`src/rtl/inrush_lim_pkg.sv`:
```
package inrush_lim_pkg;

   typedef enum logic [1:0] {
      DUTY_OFF = 2'b00,
      DUTY_64  = 2'b01,
      DUTY_32  = 2'b10,
      DUTY_16  = 2'b11
   } duty_sel_e;

   // Allowed window tick count for a given select; window is the window length in ticks.
   function automatic int unsigned duty_limit(duty_sel_e sel, int unsigned window);
      case (sel)
         DUTY_64: return window >> 6;
         DUTY_32: return window >> 5;
         DUTY_16: return window >> 4;
         default: return window;
      endcase
   endfunction

endpackage

```
`src/rtl/inrush_bucket_ring.sv`:
```
module inrush_bucket_ring #(
   parameter int N_BUCKETS    = 8,
   parameter int BUCKET_TICKS = 16,
   parameter int SUM_W        = 8
) (
   input  logic             clk,
   input  logic             rst_n,
   input  logic             clear,
   input  logic             active,
   input  logic             strobe,
   output logic             close,
   output logic [SUM_W-1:0] sum_next
);
   localparam int CNT_W = $clog2(BUCKET_TICKS + 1);
   localparam int PTR_W = (N_BUCKETS > 1) ? $clog2(N_BUCKETS) : 1;

   logic [CNT_W-1:0] tick_q;
   logic [CNT_W-1:0] cur_q;
   logic [CNT_W-1:0] cur_total;
   logic [CNT_W-1:0] bucket_q [N_BUCKETS];
   logic [CNT_W-1:0] oldest;
   logic [PTR_W-1:0] wp_q;
   logic [SUM_W-1:0] sum_q;

   assign close     = active && (tick_q == CNT_W'(BUCKET_TICKS - 1));
   assign cur_total = cur_q + CNT_W'(strobe);
   assign sum_next  = sum_q - SUM_W'(oldest) + SUM_W'(cur_total);

   always_ff @(posedge clk or negedge rst_n) begin
      if (!rst_n) begin
         tick_q <= '0;
         cur_q  <= '0;
      end else if (clear) begin
         tick_q <= '0;
         cur_q  <= '0;
      end else if (active) begin
         if (close) begin
            tick_q <= '0;
            cur_q  <= '0;
         end else begin
            tick_q <= tick_q + 1'b1;
            cur_q  <= cur_total;
         end
      end
   end

   always_ff @(posedge clk or negedge rst_n) begin
      if (!rst_n)      sum_q <= '0;
      else if (clear)  sum_q <= '0;
      else if (close)  sum_q <= sum_next;
   end

   generate
      if (N_BUCKETS == 1) begin : g_single
         assign wp_q   = '0;
         assign oldest = bucket_q[0];
      end else begin : g_multi
         always_ff @(posedge clk or negedge rst_n) begin
            if (!rst_n)      wp_q <= '0;
            else if (clear)  wp_q <= '0;
            else if (close)  wp_q <= (wp_q == PTR_W'(N_BUCKETS - 1)) ? '0 : wp_q + 1'b1;
         end
         assign oldest = bucket_q[wp_q];
      end

      for (genvar g = 0; g < N_BUCKETS; g++) begin : g_bucket
         always_ff @(posedge clk or negedge rst_n) begin
            if (!rst_n)                              bucket_q[g] <= '0;
            else if (clear)                          bucket_q[g] <= '0;
            else if (close && wp_q == PTR_W'(g))     bucket_q[g] <= cur_total;
         end
      end
   endgenerate

endmodule

```
`src/rtl/inrush_duty_cmp.sv`:
```
module inrush_duty_cmp
   import inrush_lim_pkg::*;
#(
   parameter int WINDOW = 128,
   parameter int SUM_W  = 8
) (
   input  logic             valid,
   input  logic [1:0]       sel,
   input  logic [SUM_W-1:0] sum,
   output logic             trip
);
   localparam logic [SUM_W-1:0] LIM_64 = SUM_W'(duty_limit(DUTY_64, WINDOW));
   localparam logic [SUM_W-1:0] LIM_32 = SUM_W'(duty_limit(DUTY_32, WINDOW));
   localparam logic [SUM_W-1:0] LIM_16 = SUM_W'(duty_limit(DUTY_16, WINDOW));

   duty_sel_e        mode;
   logic [SUM_W-1:0] limit;

   assign mode = duty_sel_e'(sel);

   always_comb begin
      case (mode)
         DUTY_64: limit = LIM_64;
         DUTY_32: limit = LIM_32;
         DUTY_16: limit = LIM_16;
         default: limit = '1;
      endcase
   end

   assign trip = valid && (mode != DUTY_OFF) && (sum > limit);

endmodule

```
`src/rtl/inrush_lock_timer.sv`:
```
module inrush_lock_timer #(
   parameter int LOCK_TICKS = 128
) (
   input  logic clk,
   input  logic rst_n,
   input  logic start,
   output logic locked,
   output logic done
);
   localparam int LW = $clog2(LOCK_TICKS + 1);

   logic [LW-1:0] cnt_q;
   logic          locked_q;

   assign locked = locked_q;
   assign done   = locked_q && (cnt_q == '0);

   always_ff @(posedge clk or negedge rst_n) begin
      if (!rst_n) begin
         locked_q <= 1'b0;
         cnt_q    <= '0;
      end else if (start) begin
         locked_q <= 1'b1;
         cnt_q    <= LW'(LOCK_TICKS - 1);
      end else if (done) begin
         locked_q <= 1'b0;
      end else if (locked_q) begin
         cnt_q    <= cnt_q - 1'b1;
      end
   end

endmodule

```
`src/rtl/inrush_duty_limiter.sv`:
```
module inrush_duty_limiter #(
   parameter int N_BUCKETS    = 8,
   parameter int BUCKET_TICKS = 16,
   parameter int LOCK_TICKS   = N_BUCKETS * BUCKET_TICKS
) (
   input  logic       clk,
   input  logic       rst_n,
   input  logic       inrush_on,
   input  logic [1:0] duty_sel,
   output logic       inrush_en,
   output logic       trip_evt
);
   localparam int WINDOW = N_BUCKETS * BUCKET_TICKS;
   localparam int SUM_W  = $clog2(WINDOW + 1);

   generate
      if (N_BUCKETS < 1)    begin : g_bad_n   $error("N_BUCKETS must be at least 1");    end
      if (BUCKET_TICKS < 1) begin : g_bad_bt  $error("BUCKET_TICKS must be at least 1"); end
      if (WINDOW < 64)      begin : g_bad_win $error("window must span at least 64 ticks"); end
      if (LOCK_TICKS < 1)   begin : g_bad_lk  $error("LOCK_TICKS must be at least 1");   end
   endgenerate

   logic             locked;
   logic             lock_done;
   logic             close;
   logic             trip_now;
   logic [SUM_W-1:0] sum_next;
   logic             evt_q;

   inrush_bucket_ring #(
      .N_BUCKETS   (N_BUCKETS),
      .BUCKET_TICKS(BUCKET_TICKS),
      .SUM_W       (SUM_W)
   ) u_ring (
      .clk     (clk),
      .rst_n   (rst_n),
      .clear   (lock_done),
      .active  (!locked),
      .strobe  (inrush_on),
      .close   (close),
      .sum_next(sum_next)
   );

   inrush_duty_cmp #(
      .WINDOW(WINDOW),
      .SUM_W (SUM_W)
   ) u_cmp (
      .valid(close),
      .sel  (duty_sel),
      .sum  (sum_next),
      .trip (trip_now)
   );

   inrush_lock_timer #(
      .LOCK_TICKS(LOCK_TICKS)
   ) u_lock (
      .clk   (clk),
      .rst_n (rst_n),
      .start (trip_now),
      .locked(locked),
      .done  (lock_done)
   );

   always_ff @(posedge clk or negedge rst_n) begin
      if (!rst_n) evt_q <= 1'b0;
      else        evt_q <= trip_now;
   end

   assign inrush_en = !locked;
   assign trip_evt  = evt_q;

endmodule

```
`config.mk`:
```
export PLATFORM = sky130hd
export DESIGN_NAME = inrush_duty_limiter
export DESIGN_NICKNAME = d
export VERILOG_FILES = /design/src/rtl/inrush_lim_pkg.sv /design/src/rtl/inrush_bucket_ring.sv /design/src/rtl/inrush_duty_cmp.sv /design/src/rtl/inrush_lock_timer.sv /design/src/rtl/inrush_duty_limiter.sv
export SDC_FILE = /design/constraint.sdc
export NUM_CORES = 1
export LEC_CHECK = 0
export ABC_AREA = 1
export BUFFER_PORTS_ARGS = -buffer_cell sky130_fd_sc_hd__buf_2
export CAP_MARGIN = 10
export CELL_PAD_IN_SITES_DETAIL_PLACEMENT = 1
export CELL_PAD_IN_SITES_GLOBAL_PLACEMENT = 1
export CORE_MARGIN = 4
export CORE_UTILIZATION = 51
export DETAILED_ROUTE_END_ITERATION = 10
export GPL_TIMING_DRIVEN = 0
export PLACE_DENSITY_LB_ADDON = 0.1
export SYNTH_ARGS = -nofsm -noshare
export SYNTH_HDL_FRONTEND = slang
export SYNTH_SLANG_ARGS = --single-unit
```
`constraint.sdc`:
```
create_clock -name clk -period 7.7 [get_ports clk]
set_input_delay 1.54 -clock clk [delete_from_list [all_inputs] [get_ports clk]]
set_output_delay 1.54 -clock clk [all_outputs]
set_load 0.005 [all_outputs]
```
==> reports/summary.txt, run 1 <==
Critical-path maximum fanout - 10
Worst Path Class, Setup - in -> reg
P_leak - 2.33 nW
CP Data Required Time - 7.93 ns
Clk_lat worst skew - 0.36 ns
Clk slew on worst S/H paths - 0.10 ns
Hold crit path type - reg -> reg
Critical path endpoint category - register
Die ar. - 9790 µm²
Net count, final - 585
First-pass GRT wire length - 18900 µm
Postcts setup bufs - 0
Status - completed
GRT Total Usage - 24.2%
Mapped Cells - 528
Post-route ant nets - 0
Avg Cell Area, Syn - 7.99 µm²
Synth Net Count - 567
CTS Buffer Depth - 2
Power Total - 0.734 mW
Core Util, Final - 58.1%
Diodes inserted - 0
Crit path arrival time - 5.01 ns
I/O Buffers - 6
Final instance area - 4580 µm²
WHS - 0.490 ns
Fin crit period - 4.78 ns
Slew of the pin with the lowest slew margin - 0.587 ns
Cell Area, Synth - 4220 µm²
Placed insts - 637
RSZ-0062 raised after global routing - false
Drt drc - 0
IO Pins - 7
Starting Density - 53.5%
CTS buffer count - 9
H-tree lvl count - 3
Die X - 98.9 µm
Vias in the first global route - 3978
Layout cells sized above 1 - 8.71%
HP Start - u_ring.bucket_q[22]
R2R setup slack - 3.40 ns
Worst setup SP type - primary input
FF-to-FF path depth - 21
Final hold violations - 0
Chip height - 98.9 µm
Min-Delay Path Depth - 2
GRT Residual Overflow - 0
Resized Gates After CTS - 0
Fin cells - 653
Final wirelength - 11000 µm
Crit Reg-Reg Startpoint - u_ring.wp_q[0]
Setup Viol. Count Final - 0
Worst IR Drop VDD - 0.0760 mV
Area growth syn-to-layout - 8.63%
Detailed Routing Iterations Pass 1 - 4
Post-DP HPWL - 8090 µm
Seq cells post-synth - 71
R2R Path End - u_lock.cnt_q[2]
Setup WS post-layout - 2.92 ns
Skew final - 0.0137 ns
Max-cap violations - 0
Worst hold path endpoint - u_ring.bucket_q[22]
Pin count of the biggest net entering global routing - 38
Drt via density - 5.52
Placed cell area - 4400 µm²
Clock sinks - 71
Final Max Tran Viols - 0
Final period util - 62.1%
Fmax - 209 MHz
Sequential element share of the synthesized area - 42.1%
Core ar. - 7890 µm²
Hold_buf cts - 0
Initial antenna violation count - 0
Vias - 3604
Dpl ws - 2.53 ns
Total Neg Setup Slack - 0 ns
Pwr dens - 160 nW/µm²
Initial DRC Count - 131
Unique masters post-synth - 28
Slew HR - 60.9%
Std cell rows - 32
Routability cong. - 0.853
Clk root buf - clkbuf_8
CTS tree - built
Yosys warnings - 0
Routed wire per std cell - 16.9 µm
cells in the final DEF, fill, tap and decap left out, drive strengths merged:
| cell | count |
|---|---|
| o22ai | 6 |
| fa | 5 |
| nand3b | 1 |
| nor2 | 27 |
| nand2 | 119 |
| nand3 | 39 |
| xnor2 | 3 |
| ha | 29 |
| a21o | 1 |
| and2 | 3 |
| a21oi | 30 |
| clkinvlp | 3 |
| o21ai | 73 |
| clkbuf | 16 |
| xor2 | 5 |
| nor3 | 1 |
| inv | 94 |
| buf | 11 |
| nand2b | 1 |
| o21a | 5 |
| nand4 | 8 |
| dfrtp | 71 |
how the worst max path moves through the flow:
stage | to | start | cells after the start
detailed placement | u_lock.cnt_q[2] | inrush_on | 22
floorplan | u_lock.cnt_q[7] | inrush_on | 22
global route | u_lock.cnt_q[5] | inrush_on | 22
CTS | u_lock.cnt_q[2] | inrush_on | 22
global placement | u_lock.cnt_q[2] | inrush_on | 22
finish | u_lock.cnt_q[2] | inrush_on | 22
power by group:
| part | switching (mW) | internal [mW] | total (mW) |
|---|---|---|---|
| sequential | 0 | 0.372 | 0.372 |
| clock | 0.171 | 0.123 | 0.294 |
| combinational | 0.0440 | 0.0237 | 0.0678 |
| total | 0.215 | 0.519 | 0.734 |
state kept, by name, summed over array words and instances (netlist names):
register	flops
u_lock.locked	1
u_ring.wp_q	3
u_ring.bucket_q	40
trip_evt	1
u_ring.tick_q	5
u_ring.sum_q	8
u_ring.cur_q	5
u_lock.cnt_q	8
cells in the mapped netlist:
cell type | instances | area, µm²
fa_1 | 5 | 100
clkbuf_1 | 7 | 26.3
nand4_1 | 8 | 50.1
nand2_1 | 114 | 428
buf_6 | 3 | 33.8
xor2_1 | 5 | 43.8
o22ai_1 | 6 | 37.5
nand3b_1 | 1 | 7.51
nor2_2 | 4 | 25.0
nand2b_1 | 1 | 6.26
nand3_2 | 4 | 40.0
buf_2 | 1 | 5.00
nand2_2 | 5 | 31.3
o21a_1 | 5 | 37.5
nand3_1 | 35 | 175
inv_2 | 5 | 18.8
xnor2_1 | 3 | 26.3
a21o_1 | 1 | 7.51
nor3_1 | 1 | 5.00
o21ai_4 | 3 | 48.8
dfrtp_1 | 71 | 1780
inv_1 | 85 | 319
and2_1 | 3 | 18.8
o21ai_1 | 1 | 5.00
ha_1 | 29 | 363
a21oi_1 | 30 | 150
o21ai_0 | 69 | 345
nor2_1 | 23 | 86.3
routing by layer:
metal  vias to the layer above  global-route usage (%)  wire, µm
met3                        21                    4.95       261
met5                         -                       0         0
met2                        55                    43.4      5660
met4                         0                    7.98       263
met1                      1790                    28.7      4830
li1                       1738                       -         -
final cells by class:
type                       count  area, µm²
inverter                      90        338
clock buffer                   9        124
multi-input combinational    356       2040
sequential                    71       1780
fill                        1000       3310
tap                          102        128
clock inverter                 7       60.1
timing repair buffer           7       52.6
buffer                        11       65.1
logic make-up after synthesis:
| logic type | share of synthesized area [%] |
|---|---|
| DFF | 42.1 |
| AOI/OAI and AO/OA | 15.0 |
| and+or+nand+nor | 20.7 |
| adders and majority gates | 11.0 |
| xor gates and xnor gates | 1.66 |
| buffers and inverters | 9.55 |
worst max-delay path, cell delays in order:
cell	delay [ns]
buf_2	0.11
ha_1	0.21
ha_1	0.21
nand3_1	0.10
xor2_1	0.22
inv_1	0.09
fa_1	0.49
inv_1	0.04
ha_1	0.34
nand2_1	0.08
nand2_1	0.07
a21oi_1	0.19
nand3_1	0.12
and2_1	0.18
ha_1	0.29
nand2_1	0.07
nor2_1	0.14
nand2_1	0.06
nand2_1	0.06
nor2_1	0.05
nand2_2	0.20
nand3_1	0.13
Note: power is estimated with default switching activity, not from simulation.
==> inputs of run 2 (changes only) <==
--- a/config.mk
+++ b/config.mk
@@ -11,7 +11,7 @@
 export CELL_PAD_IN_SITES_DETAIL_PLACEMENT = 1
 export CELL_PAD_IN_SITES_GLOBAL_PLACEMENT = 1
 export CORE_MARGIN = 4
-export CORE_UTILIZATION = 51
+export CORE_UTILIZATION = 48
 export DETAILED_ROUTE_END_ITERATION = 10
 export GPL_TIMING_DRIVEN = 0
 export PLACE_DENSITY_LB_ADDON = 0.1
==> constraint.sdc (replaced) <==
create_clock -name clk -period 4.54 [get_ports clk]
set_input_delay 0.908 -clock clk [delete_from_list [all_inputs] [get_ports clk]]
set_output_delay 0.908 -clock clk [all_outputs]
set_load 0.005 [all_outputs]
==> run 2 against run 1 <==
Core utilization is 2.9 points lower. Non-clock buffer count down 1. Die area grew 5.7%. Sequential power rose by 70%. Register-to-register slack worse by 3.0 ns. Clock power grew 94%. Global-route usage fell by 0.83 points. Critical path depth is the same. Final area is 0.87% higher. Flip-flop and latch count unchanged. Wire length decreased by 2.1%. Largest cell class unchanged. Highest routed layer unchanged.
==> reports/summary.txt, run 2 (same netlist as run 1, synthesis figures left out) <==
Status - completed
Fmax - 240 MHz
Detailed Routing Iterations Pass 1 - 4 (unchanged)
Most frequent cells in the layout - nand2_1, inv_1, dfrtp_1
CP Data Required Time - 4.77 ns (-3.16 ns)
Pin count of the biggest net entering global routing - 38 (unchanged)
Largest Register - u_ring.bucket_q
Final period util - 91.8%
Clk_lat worst skew - 0.36 ns (about the same)
Drt via density - 5.36 (-2.8%)
Routed wire per std cell - 16.5 µm (-2.4%)
Cell family with most CP delay - adder cells
Std cell rows - 33 (+3.1%)
Drt drc - 0 (unchanged)
Worst IR Drop VDD - 0.161 mV (+110%)
Crit path arrival time - 4.40 ns (-0.61 ns)
Final Max Tran Viols - 0 (unchanged)
Worst Path Class, Setup - in -> reg
Pwr dens - 285 nW/µm² (+78%)
Final hold violations - 0 (unchanged)
Final wirelength - 10800 µm (-2.1%)
Clk root buf - clkbuf_8
Skew final - 0.0120 ns (-0.00170 ns)
P_sw - 0.335 mW (+55%)
Cell mode on critical path - nand2_1
Layout cells sized above 1 - 9.45% (+0.74 points)
IO Pins - 7 (unchanged)
Total Neg Setup Slack - 0 ns (unchanged)
GRT Residual Overflow - 0 (unchanged)
Chip height - 102 µm (+2.8%)
First-pass GRT wire length - 18600 µm (-1.3%)
Die X - 102 µm (+2.8%)
Area growth syn-to-layout - 9.58%
Die ar. - 10400 µm² (+5.7%)
Clock power frac - 43.3% (+3.3 points)
I/O Buffers - 6 (unchanged)
CTS Buffer Depth - 2 (unchanged)
Core ar. - 8380 µm² (+6.3%)
Net count, final - 584 (-0.17%)
Worst path bufs/invs - 3 (unchanged)
Sequential Area - 1780 µm² (unchanged)
Setup Viol. Count Final - 0 (unchanged)
Max reg flops - 40 (unchanged)
R2R setup slack - 0.40 ns (-3.00 ns)
CTS buffer count - 9 (unchanged)
RSZ-0062 raised after global routing - false
P_int - 0.982 mW (+89%)
Combinational power share - 8.7% (-0.5 points)
Starting Density - 50.3% (-3.2 points)
Fin crit period - 4.17 ns
Hold crit path type - in -> async
Post-route ant nets - 0 (unchanged)
CTS tree - built
H-tree lvl count - 3 (unchanged)
Core Util, Final - 55.1% (-2.9 points)
Largest regs - u_ring.bucket_q x40, u_lock.cnt_q x8, u_ring.sum_q x8
Area of the multi-input gates - 2040 µm² (unchanged)
Critical path endpoint category - register
Initial antenna violation count - 0 (unchanged)
Clk slew on worst S/H paths - 0.08 ns (-0.02 ns)
Slew of the pin with the lowest slew margin - 0.477 ns (-0.109 ns)
Seq pwr share - 48.0% (-2.7 points)
GRT Total Usage - 23.3% (-0.83 points)
Routability cong. - 0.847 (-0.76%)
Critical-path maximum fanout - 10 (unchanged)
FILL cells - 1071 (+7.1%)
Clock sinks - 71 (unchanged)
Vias - 3514 (-2.5%)
Vias in the first global route - 3897 (-2.0%)
Slew HR - 68.2% (+7.3 points)
Diodes inserted - 0 (unchanged)
Max-cap violations - 0 (unchanged)
Worst setup SP type - primary input
Post-DP HPWL - 8000 µm (-1.1%)
Slowest CP cell - fa_1
Initial DRC Count - 85 (-35%)
CP peak stage delay - 0.48 ns (about the same)
Worst-path cell chain - buf_2, ha_1, ha_1, nand3_1, xor2_1, inv_1, fa_1, inv_1, ha_1, nand2_1, nand2_1, a21oi_1, nand3_1, and2_1, ha_1, nand2_1, nor2_1, nand2_1, nand2_1, nor2_1, nand2_2, nand3_1
Commonest non-fill, non-tap cell in the layout - nand2_1
Sw frac - 25.4% (-3.9 points)
P_leak - 2.36 nW (+1.5%)
==> run 2: changes by cell type in the layout (fill, tap and decap cells not counted), sizes merged <==
cell and change:
clkinvlp -2, clkbuf -1, inv -3, bufinv +2, clkinv +3
==> run 2: metrics by stage <==
stage	power, mW	hold slack, ns	area [µm²]	setup slack [ns]	std cells
after floorplan	0.719	0.448	4220	0.624	528
after global placement	0.753	0.465	4380	0.154	639
after detailed placement	0.761	0.471	4400	0.00303	640
after CTS	1.33	0.492	4620	0.151	656
after global routing	1.37	0.518	4620	0.0628	655
final	1.32	0.488	4620	0.374	655
==> run 2: worst paths after layout <==
path / start / endpoint / depth (start not counted)
max: inrush_on / u_lock.cnt_q[2] / 22
min: rst_n / u_ring.bucket_q[33] / 1
max reg2reg: u_ring.wp_q[0] / u_lock.cnt_q[2] / 19
min reg2reg: u_ring.bucket_q[0] / u_ring.bucket_q[0] / 2
max in group asynchronous: rst_n / u_ring.tick_q[4] / 2
min in group clk: u_ring.bucket_q[0] / u_ring.bucket_q[0] / 2
==> run 2: area by class of cell <==
class	count	area share, %
Sequential cell	71	38.4
Clock buffer	9	2.68
Inverter	90	7.31
Timing Repair Buffer	7	1.14
Tap cell	105	2.84
Multi-Input combinational cell	356	44.1
Clock inverter	7	2.06
Buffer	10	1.43
==> run 2: power by group through the flow <==
stage | Clock, mW | Sequential (mW) | Combinational [mW]
2_1_floorplan | 0 | 0.645 | 0.0742
3_3_place_gp | 0 | 0.644 | 0.108
3_5_place_dp | 0 | 0.644 | 0.117
4_1_cts | 0.581 | 0.632 | 0.118
5_1_grt | 0.605 | 0.632 | 0.136
6_report | 0.570 | 0.632 | 0.115
==> run 2: routing by layer <==
metal  up-vias  track usage [%]  part of all wire, %
met4         0             10.4                  3.3
met3        30             4.20                  2.6
met5         -                0                    0
met1      1701             28.4                   44
met2        50             40.2                   50
li1       1733                -                    -
==> run 2: what timing repair did <==
action | CTS | global route
endpoints found under the setup margin | 0 | 10
gates resized for setup | 0 | 8
setup buffers | 0 | 0
hold buffers | 0 | 0
